**src/rtl/intc_pkg.sv**
```systemverilog
package intc_pkg;
    localparam int LINES   = 32;
    localparam int IDX_W   = $clog2(LINES);
    localparam int PRIO_W  = 5;
    localparam int DATA_W  = 32;
    localparam int ADDR_W  = 8;
    localparam int NCH     = 2;
    localparam int CH_IRQ  = 0;
    localparam int CH_FIQ  = 1;

    localparam logic [ADDR_W-1:0] OFS_MASK    = 8'h00;
    localparam logic [ADDR_W-1:0] OFS_PEND    = 8'h04;
    localparam logic [ADDR_W-1:0] OFS_IRQ_SRC = 8'h08;
    localparam logic [ADDR_W-1:0] OFS_FIQ_SRC = 8'h0C;
    localparam logic [ADDR_W-1:0] OFS_ACK     = 8'h10;

    typedef struct packed {
        logic [PRIO_W-1:0] prio;
        logic              edge_mode;
        logic              to_fiq;
    } line_cfg_t;

    localparam int CFG_W = $bits(line_cfg_t);

    typedef struct packed {
        logic             busy;
        logic [IDX_W-1:0] src;
    } grant_t;

    function automatic logic is_cfg_addr(input logic [ADDR_W-1:0] a);
        return a[ADDR_W-1];
    endfunction

    function automatic logic [IDX_W-1:0] cfg_line(input logic [ADDR_W-1:0] a);
        return a[2 +: IDX_W];
    endfunction
endpackage

```
**src/rtl/intc_pending.sv**
```systemverilog
module intc_pending
    import intc_pkg::*;
(
    input  logic             clk,
    input  logic             rst,
    input  logic [LINES-1:0] line_in,
    input  logic [LINES-1:0] edge_sel,
    input  logic [LINES-1:0] clr,
    output logic [LINES-1:0] pend
);
    logic [LINES-1:0] prev_q;
    logic [LINES-1:0] pend_d;

    always_comb begin
        for (int i = 0; i < LINES; i++) begin
            if (edge_sel[i])
                pend_d[i] = (pend[i] & ~clr[i]) | (line_in[i] & ~prev_q[i]);
            else
                pend_d[i] = line_in[i];
        end
    end

    always_ff @(posedge clk) begin
        if (rst) begin
            prev_q <= '0;
            pend   <= '0;
        end else begin
            prev_q <= line_in;
            pend   <= pend_d;
        end
    end
endmodule

```
**src/rtl/intc_pick.sv**
```systemverilog
module intc_pick
    import intc_pkg::*;
#(
    parameter int N = LINES
) (
    input  logic [N-1:0]             cand,
    input  logic [N-1:0][PRIO_W-1:0] prio,
    output logic                     found,
    output logic [$clog2(N)-1:0]     idx
);
    logic [PRIO_W-1:0] best;

    always_comb begin
        found = 1'b0;
        idx   = '0;
        best  = '1;
        for (int i = 0; i < N; i++) begin
            if (cand[i] && (!found || prio[i] < best)) begin
                found = 1'b1;
                best  = prio[i];
                idx   = ($clog2(N))'(i);
            end
        end
    end
endmodule

```
**src/rtl/intc_hold.sv**
```systemverilog
module intc_hold
    import intc_pkg::*;
(
    input  logic             clk,
    input  logic             rst,
    input  logic             found,
    input  logic [IDX_W-1:0] idx,
    input  logic             ack,
    output grant_t           grant
);
    always_ff @(posedge clk) begin
        if (rst)
            grant <= '0;
        else if (ack)
            grant <= '0;
        else if (!grant.busy && found)
            grant <= '{busy: 1'b1, src: idx};
    end
endmodule

```
**src/rtl/intc_bank.sv**
```systemverilog
module intc_bank
    import intc_pkg::*;
#(
    parameter bit SECONDARY = 1'b0
) (
    input  logic              clk,
    input  logic              rst,
    input  logic [LINES-1:0]  line_in,
    input  logic              reg_wr,
    input  logic [ADDR_W-1:0] reg_addr,
    input  logic [DATA_W-1:0] reg_wdata,
    output logic [DATA_W-1:0] reg_rdata,
    output logic              irq_o,
    output logic              fiq_o
);
    logic [LINES-1:0]             mask_q;
    line_cfg_t                    cfg_q [LINES];
    line_cfg_t                    wcfg;
    logic [LINES-1:0]             edge_sel;
    logic [LINES-1:0]             route_fiq;
    logic [LINES-1:0][PRIO_W-1:0] prio_vec;
    logic [LINES-1:0]             pend;
    logic [LINES-1:0]             w1c;
    logic [LINES-1:0]             ack_clr;
    logic [NCH-1:0]               ack_v;
    logic [NCH-1:0]               any_cand;
    logic [LINES-1:0]             cand   [NCH];
    logic                         found  [NCH];
    logic [IDX_W-1:0]             pick   [NCH];
    grant_t                       grant  [NCH];
    logic [IDX_W-1:0]             irq_src_w;
    logic [IDX_W-1:0]             fiq_src_w;

    // incoming configuration word; secondary banks drop the fast routing bit
    always_comb begin
        wcfg = line_cfg_t'(reg_wdata[CFG_W-1:0]);
        if (SECONDARY)
            wcfg.to_fiq = 1'b0;
    end

    always_ff @(posedge clk) begin
        if (rst) begin
            mask_q <= '1;
            for (int i = 0; i < LINES; i++)
                cfg_q[i] <= '0;
        end else if (reg_wr) begin
            if (reg_addr == OFS_MASK)
                mask_q <= reg_wdata[LINES-1:0];
            if (is_cfg_addr(reg_addr))
                cfg_q[cfg_line(reg_addr)] <= wcfg;
        end
    end

    always_comb begin
        for (int i = 0; i < LINES; i++) begin
            edge_sel[i] = cfg_q[i].edge_mode;
            prio_vec[i] = cfg_q[i].prio;
        end
    end

    generate
        if (SECONDARY) begin : g_route_sec
            assign route_fiq = '0;
        end else begin : g_route_pri
            always_comb begin
                for (int i = 0; i < LINES; i++)
                    route_fiq[i] = cfg_q[i].to_fiq;
            end
        end
    endgenerate

    always_comb begin
        for (int c = 0; c < NCH; c++)
            ack_v[c] = reg_wr && (reg_addr == OFS_ACK) && reg_wdata[c];
        w1c = (reg_wr && reg_addr == OFS_PEND) ? reg_wdata[LINES-1:0] : '0;
        for (int i = 0; i < LINES; i++) begin
            ack_clr[i] = 1'b0;
            for (int c = 0; c < NCH; c++)
                if (ack_v[c] && grant[c].busy && grant[c].src == IDX_W'(i))
                    ack_clr[i] = 1'b1;
        end
    end

    intc_pending u_pend (
        .clk      (clk),
        .rst      (rst),
        .line_in  (line_in),
        .edge_sel (edge_sel),
        .clr      (w1c | ack_clr),
        .pend     (pend)
    );

    assign cand[CH_IRQ] = pend & ~mask_q & ~route_fiq;
    assign cand[CH_FIQ] = pend & ~mask_q &  route_fiq;

    generate
        for (genvar c = 0; c < NCH; c++) begin : g_ch
            intc_pick #(.N(LINES)) u_pick (
                .cand  (cand[c]),
                .prio  (prio_vec),
                .found (found[c]),
                .idx   (pick[c])
            );
            intc_hold u_hold (
                .clk   (clk),
                .rst   (rst),
                .found (found[c]),
                .idx   (pick[c]),
                .ack   (ack_v[c]),
                .grant (grant[c])
            );
            assign any_cand[c] = |cand[c];
        end
    endgenerate

    assign irq_o     = grant[CH_IRQ].busy;
    assign fiq_o     = grant[CH_FIQ].busy;
    assign irq_src_w = grant[CH_IRQ].src;
    assign fiq_src_w = grant[CH_FIQ].src;

    always_comb begin
        reg_rdata = '0;
        if (is_cfg_addr(reg_addr))
            reg_rdata = DATA_W'(cfg_q[cfg_line(reg_addr)]);
        else begin
            case (reg_addr)
                OFS_MASK:    reg_rdata = DATA_W'(mask_q);
                OFS_PEND:    reg_rdata = DATA_W'(pend);
                OFS_IRQ_SRC: reg_rdata = DATA_W'(irq_src_w);
                OFS_FIQ_SRC: reg_rdata = DATA_W'(fiq_src_w);
                default:     reg_rdata = '0;
            endcase
        end
    end
endmodule

```
**config.mk**
```make
export PLATFORM = sky130hd
export DESIGN_NAME = intc_bank
export DESIGN_NICKNAME = d
export VERILOG_FILES = /design/src/rtl/intc_pkg.sv /design/src/rtl/intc_pending.sv /design/src/rtl/intc_pick.sv /design/src/rtl/intc_hold.sv /design/src/rtl/intc_bank.sv
export SDC_FILE = /design/constraint.sdc
export NUM_CORES = 1
export LEC_CHECK = 0
export BUFFER_PORTS_ARGS = -buffer_cell sky130_fd_sc_hd__buf_2
export CAP_MARGIN = 30
export CORE_ASPECT_RATIO = 1.2
export CORE_MARGIN = 4
export CORE_UTILIZATION = 45
export CTS_CLUSTER_DIAMETER = 120
export DETAILED_ROUTE_END_ITERATION = 10
export GPL_TIMING_DRIVEN = 0
export SLEW_MARGIN = 20
export SYNTH_ARGS = -nofsm -noshare
export SYNTH_HDL_FRONTEND = slang
export SYNTH_SLANG_ARGS = --single-unit
```
**constraint.sdc**
```tcl
create_clock -name clk -period 42.9 [get_ports clk]
set_clock_uncertainty 0.1 [all_clocks]
set_input_delay 8.58 -clock clk [delete_from_list [all_inputs] [get_ports clk]]
set_output_delay 8.58 -clock clk [all_outputs]
set_load 0.01 [all_outputs]
```
==> key figures, run 1 <==
STA
  – Post-Route Setup TNS: -12.14 ns
  – RSZ-0062 raised after global routing: yes
  – Slew @ Worst Pin: about 1.0 ns
  – Final Cycle Share: 103%
  – Max frequency: between 20 and 25 MHz
  – Crit path time final: 44.34 ns
  – Final hold vios: 0
  – Setup ws final: -1.44 ns
  – Fin Hold WS: ~0.37 ns
  – Final setup fails: 10
  – Fin. max-slew vios: 0
  – Slew margin rel.: 29.9%

Min path
  – Type of the worst min-delay path: reg2reg

Drt
  – Top Metal Used: met5
  – WL met1: between 50 and 60 mm
  – Antenna viol nets, final: 0
  – DR vias/cell: approximately 6.4
  – DR vias: between 30000 and 40000
  – Total wire length: approximately 140 mm
  – Metal3 WL: ~10 mm
  – # DRC: 0
  – Met2 wire length: roughly 67 mm
  – Initial drt markers: between 3000 and 4000
  – First-pass DRT Iterations: 8
  – Post-DR wirelength/cell: approximately 25 um

Clock tree
  – Reg clk slew, reported paths: roughly 0.07 ns
  – Clock buffer depth: 3
  – Cts bufs inserted: 34
  – Post-CTS Hold Fix Bufs: 0
  – Worst skew pair latency: between 0.5 and 0.6 ns
  – CTS tree: done
  – CTS Sinks: roughly 330
  – Htree depth: 2
  – CTS Root Cell: clkbuf_16

Logic synthesis
  – Total of warnings raised by yosys: 0
  – Syn Area/Cell: 8.50 um^2
  – EDFF count, synth: around 220
  – Post-Synthesis Cell Area: between 0.03 and 0.04 mm^2
  – Leading area contributor after synthesis: edfxtp_1
  – #FFs+latches synth: roughly 330
  – Synthesized net count: ~4000
  – Async set or reset register ratio after synthesis: 0%
  – Count of unique library cells instantiated by Yosys: ~150
  – Post-Syn Instances: around 3900
  – Top-area cell type share of the netlist area: between 20% and 30%
  – Register area share after synthesis: a little over a quarter
  – Ys flop type: edfxtp_1
  – Synth top area cells: edfxtp_1, dfxtp_1, and2_1, ha_1, nand2_1

Run status
  – Outcome: finished, violations left
  – Failing checks: negative setup slack

Setup path
  – CP delay by family, top: compound AO/OA/AOI/OAI gates
  – CP Buf/Inv Count: 35
  – Worst path most repeated cell: ha_4
  – Arr. time, crit path: between 40 and 50 ns
  – R2r endpoint: g_ch[0].u_hold.grant[1]
  – R2R Path Start: cfg_q[0][0]
  – Worst setup EP type: flop
  – Worst setup path class: reg2reg
  – Critical Path Source: cfg_q[0][0]
  – CP max stage delay: about 0.56 ns
  – Worst path required time: approximately 43 ns
  – Critical path depth: roughly 260
  – Reg2reg path depth: 257
  – CP max stage cell: or4_4
  – Crit path max fanout: 7
  – Worst Setup Start Kind: flop
  – Reg2Reg Setup Slack: -1.44 ns
  – Critical Path End: g_ch[0].u_hold.grant[1]

Floorplan
  – Initial Utilization: between 40% and 50%
  – Rows: 108
  – IO Pins: roughly 110
  – Die width: 255 um
  – Die area: around 0.078 mm^2
  – Core Box Area: 0.0724 mm^2
  – Die H: a little over 300 um

Cells and area
  – Layout area overhead: 34.2%
  – # fillers: approximately 6300
  – Final-stage net count: roughly 4800
  – Share of layout cells above drive strength 1: a little over a third
  – Finished Layout Cells: ~5600

GRT
  – First-pass GRT wire length: 205 mm
  – Remaining global-route overflow: 0
  – Vias in the first global route: between 30000 and 40000
  – GRT Total Usage: 34.2%
  – Largest net degree at the start of global routing: 15
  – Initial antenna violation count: 4

Placed design
  – Post-DP HPWL: between 100 and 150 mm
  – IO Port Bufs: 107
  – Placed Cells: a little under 5000
  – RePlAce Congestion: 1.03

Power
  – VDD IR max: 23.0 uV
  – Power Total: ~0.00084 W
  – Pleak: around 18 nW
  – P per Cell Area: ~19 mW/mm^2

Job
  – Max-cap violations: 0
[flip-flops by register name (all words and copies together) (netlist names)]
name	cells
cfg_q	224
mask_q	32
u_pend.pend	32
u_pend.prev_q	32
g_ch.u_hold.grant	12
[placed cells by master (no fill, tap or decap), types with 34 or more instances in the layout]
| master | count |
|---|---|
| nand3_1 | 81 |
| nand3b_1 | 48 |
| buf_6 | 44 |
| nor2b_1 | 75 |
| nand2_2 | 41 |
| o21ai_1 | 44 |
| inv_1 | 149 |
| a31oi_1 | 36 |
| clkbuf_16 | 35 |
| o21ai_2 | 43 |
| or2_2 | 55 |
| a211o_1 | 74 |
| nand2b_1 | 34 |
| mux2i_1 | 79 |
| and2_1 | 249 |
| o211ai_1 | 37 |
| a211oi_1 | 58 |
| ha_4 | 77 |
| mux4_2 | 60 |
| o21a_1 | 35 |
| buf_4 | 591 |
| o21ai_0 | 139 |
| inv_2 | 35 |
| a22oi_1 | 42 |
| nand2_1 | 350 |
| clkbuf_1 | 82 |
| buf_2 | 130 |
| ha_1 | 46 |
| nor2_1 | 274 |
| edfxtp_1 | 224 |
| nor3_1 | 47 |
| a21o_1 | 43 |
| a21oi_1 | 110 |
| dfxtp_1 | 106 |
[final cells by class]
class	instances	area (um^2)	area share, %
Multi-Input combinational cell	3184	26200	59.2
Sequential cell	332	8900	20.1
Timing Repair Buffer	706	5120	11.6
Tap cell	935	1170	2.65
Buffer	162	991	2.24
Clock buffer	44	946	2.14
Inverter	189	722	1.63
Clock inverter	17	168	0.379
Antenna cell	5	12.5	0.0283
[cell usage after synthesis, drive strengths merged, types with 71 or more instances]
| master | instances |
|---|---|
| nand2 | 408 |
| nor2 | 318 |
| and2 | 265 |
| o21ai | 251 |
| edfxtp | 224 |
| inv | 189 |
| a21oi | 167 |
| ha | 132 |
| dfxtp | 108 |
| mux2i | 107 |
| clkbuf | 93 |
| nand3 | 92 |
| a211oi | 80 |
| nor2b | 78 |
| a211o | 74 |
| buf | 74 |
| nor3 | 72 |
| or2 | 71 |
[report_power, final]
| group | total [W] | switching, W | internal, W |
|---|---|---|---|
| clock network | 0.000307 | 0.000132 | 0.000175 |
| logic | 0.000153 | 0.0000903 | 0.0000623 |
| registers | 0.000384 | 0.0000273 | 0.000357 |
| total | 0.000844 | 0.000250 | 0.000594 |
[worst min-delay path by stage]
stage                                  from               to  slack (ns)  cells after the start
after floorplan           u_pend.prev_q[12]  u_pend.pend[12]        0.35                      3
after global placement    u_pend.prev_q[24]  u_pend.pend[24]        0.35                      3
after detailed placement  u_pend.prev_q[24]  u_pend.pend[24]        0.36                      3
after CTS                  u_pend.prev_q[6]   u_pend.pend[6]        0.37                      3
after global routing      u_pend.prev_q[20]  u_pend.pend[20]        0.40                      3
final                     u_pend.prev_q[24]  u_pend.pend[24]        0.37                      3
[timing repair]
item	CTS	global route
gates resized for setup	333	196
pin swaps	282	283
setup buffers	471	123
endpoints found under the setup margin	10	10
[per-layer routing]
metal / vias up / track usage (%)
met4: 2 / 16.1
met5: - / 0
met1: 17300 / 42.3
met2: 1617 / 58.6
li1: 16100 / -
met3: 431 / 4.89
[tightest hold or removal path: cells and delay by family (launching register included)]
kind             cells  cell delay (ns)
AO/OA/AOI/OAI        1             0.05
flip-flops           1             0.30
AND/OR/NAND/NOR      2             0.09
[stage by stage]
stage | utilization (%) | instance area, um^2 | worst slack (ns)
finish | 61.0 | 44200 | -1.44
floorplan | - | 34400 | -0.0211
global route | 61.0 | 44200 | -3.26
CTS | 58.4 | 42300 | -0.851
global placement | 49.8 | 36100 | -6.37
detailed placement | 50.0 | 36200 | -6.40
[kinds of logic (layout without fill, tap and decap cells)]
logic type	Yosys count	count (layout)	share of synthesized area (%)
AOI/OAI and AO/OA	1138	1138	25.6
xor gates and xnor gates	24	24	0.661
adders and majority gates	159	159	5.86
buffers and inverters	358	1118	4.92
DFF	332	332	27.0
muxes	213	213	9.22
other	0	5	0
and+or+nand+nor	1650	1650	26.7
Note: power is estimated with default switching activity, not from simulation.
==> inputs of run 2 (changes only) <==
--- a/config.mk
+++ b/config.mk
@@ -13,6 +13,8 @@
 export CTS_CLUSTER_DIAMETER = 120
 export DETAILED_ROUTE_END_ITERATION = 10
 export GPL_TIMING_DRIVEN = 0
+export HOLD_SLACK_MARGIN = 0.08
+export MAX_ROUTING_LAYER = met4
 export SLEW_MARGIN = 20
 export SYNTH_ARGS = -nofsm -noshare
 export SYNTH_HDL_FRONTEND = slang
==> key figures, run 2 (same netlist as run 1, synthesis figures left out) <==
Placed design
  – Setup WS pre-CTS: -6.49 ns
  – IO Port Bufs: roughly 110
  – Post-DP HPWL: between 100 and 150 mm
  – RePlAce Congestion: around 1.0
  – Placed Cells: approximately 5000

Run status
  – Failing checks: negative setup slack
  – Outcome: finished, violations left

STA
  – Fin Hold WS: ~0.38 ns
  – Crit path time final: approximately 44 ns
  – Max frequency: between 20 and 25 MHz
  – Final hold vios: 0
  – Final setup fails: 10
  – Fin. max-slew vios: 0
  – Slew margin rel.: roughly a quarter
  – Final Cycle Share: 103%
  – Setup ws final: -1.27 ns
  – Slew @ Worst Pin: around 1.1 ns
  – RSZ-0062 raised after global routing: yes

Drt
  – DR vias/cell: 6.43
  – First-pass DRT Iterations: 7
  – Antenna viol nets, final: 0
  – Initial drt markers: ~3600
  – Total wire length: 140 mm
  – DR vias: around 35000
  – # DRC: 0
  – Post-DR wirelength/cell: ~26 um

Setup path
  – Worst Setup Start Kind: flop
  – Worst setup path class: reg2reg
  – R2r endpoint: g_ch[0].u_hold.grant[1]
  – Critical Path Source: mask_q[0]
  – Arr. time, crit path: approximately 45 ns
  – CP max stage cell: or4_4
  – Worst path most repeated cell: buf_4
  – R2R Path Start: mask_q[0]
  – Worst setup EP type: flop
  – Crit path max fanout: 8
  – Reg2Reg Setup Slack: -1.27 ns
  – Critical Path End: g_ch[0].u_hold.grant[1]
  – Worst path required time: about 43 ns
  – Reg2reg path depth: about 260
  – CP max stage delay: around 0.51 ns

Cells and area
  – Util after Layout: around 60%
  – Max reg flops: 224
  – Commonest non-fill, non-tap cells in the layout: buf_4, nand2_1, nor2_1
  – Biggest register: cfg_q
  – Finished Layout Cells: roughly 5500
  – Most common cell after layout, fill and taps aside: buf_4
  – Share of layout cells above drive strength 1: approximately 36%
  – Final-stage net count: 4730
  – Layout area overhead: 32.5%

GRT
  – First-pass GRT wire length: slightly above 200 mm
  – Vias in the first global route: roughly 33000
  – Remaining global-route overflow: 0
  – GRT Total Usage: approximately a third
  – Largest net degree at the start of global routing: 16
  – Initial antenna violation count: 4

Floorplan
  – Core Box Area: about 0.072 mm^2
  – Die width: ~250 um
  – IO Pins: roughly 110
  – Initial Utilization: 45.5%
  – Die H: just over 300 um
  – Rows: around 110
  – Die area: 0.0776 mm^2

Power
  – Power Total: ~0.00083 W
  – Pleak: approximately 18 nW
  – VDD IR max: about 21 uV
  – P per Cell Area: 19.0 mW/mm^2

Job
  – Max-cap violations: 0

Clock tree
  – CTS Sinks: between 300 and 400
  – CTS Root Cell: clkbuf_16
  – Cts bufs inserted: 34
  – Clock buffer depth: 3
  – CTS tree: done
  – Htree depth: 2
  – Worst skew pair latency: ~0.54 ns
  – Reg clk slew, reported paths: ~0.06 ns

Min path
  – Type of the worst min-delay path: reg2reg
run 2: how the worst min path moves through the flow:
stage	start	endpoint	slack [ns]	depth (start not counted)
floorplan	u_pend.prev_q[12]	u_pend.pend[12]	0.35	3
global placement	u_pend.prev_q[23]	u_pend.pend[23]	0.35	3
detailed placement	u_pend.prev_q[15]	u_pend.pend[15]	0.36	3
CTS	u_pend.prev_q[18]	u_pend.pend[18]	0.38	3
global route	u_pend.prev_q[14]	u_pend.pend[14]	0.41	3
finish	u_pend.prev_q[18]	u_pend.pend[18]	0.38	3
run 2: per-stage QoR:
step	area, um^2	TNS [ns]
finish	43600	-10.32
global route	43600	-29.03
CTS	41500	-8.87
detailed placement	36200	-60.99
global placement	36100	-59.87
floorplan	34400	-0.0211
run 2: per-layer routing:
metal  global-route usage, %  vias up  share of wire [%]
met5                       -        -                  0
met4                    14.5        0                5.5
met3                    4.16      385                7.4
met2                    58.6     1637                 48
met1                    43.0    17300                 39
li1                        -    16000                  -
run 2: critical path: cells and delay by family (launching register included):
kind                     cells  cell delay, ns
adder cells (fa/ha/maj)     34            8.33
buffers and inverters       46            4.89
AND/OR/NAND/NOR             68           10.09
AO/OA/AOI/OAI              101           17.17
multiplexers                13            3.12
flip-flops                   1            0.36
run 2: final cells by class:
type / instances / area, um^2
Fill cell: 6446 / 28800
Multi-Input combinational cell: 3184 / 26300
Sequential cell: 332 / 8900
Timing Repair Buffer: 622 / 4460
Tap cell: 935 / 1170
Buffer: 160 / 967
Clock buffer: 45 / 943
Inverter: 189 / 727
Clock inverter: 16 / 111
Antenna cell: 4 / 10.0
run 2: repair_timing:
item,4_1_cts,5_1_grt
endpoints found under the setup margin,10,10
pin swaps,278,331
gates resized for setup,325,254
setup buffers,380,134
hold buffers,0,0
run 2: power breakdown:
| part | internal (W) | switching, W |
|---|---|---|
| Sequential | 0.000357 | 0.0000272 |
| Combinational | 0.0000591 | 0.0000899 |
| Clock | 0.000162 | 0.000133 |
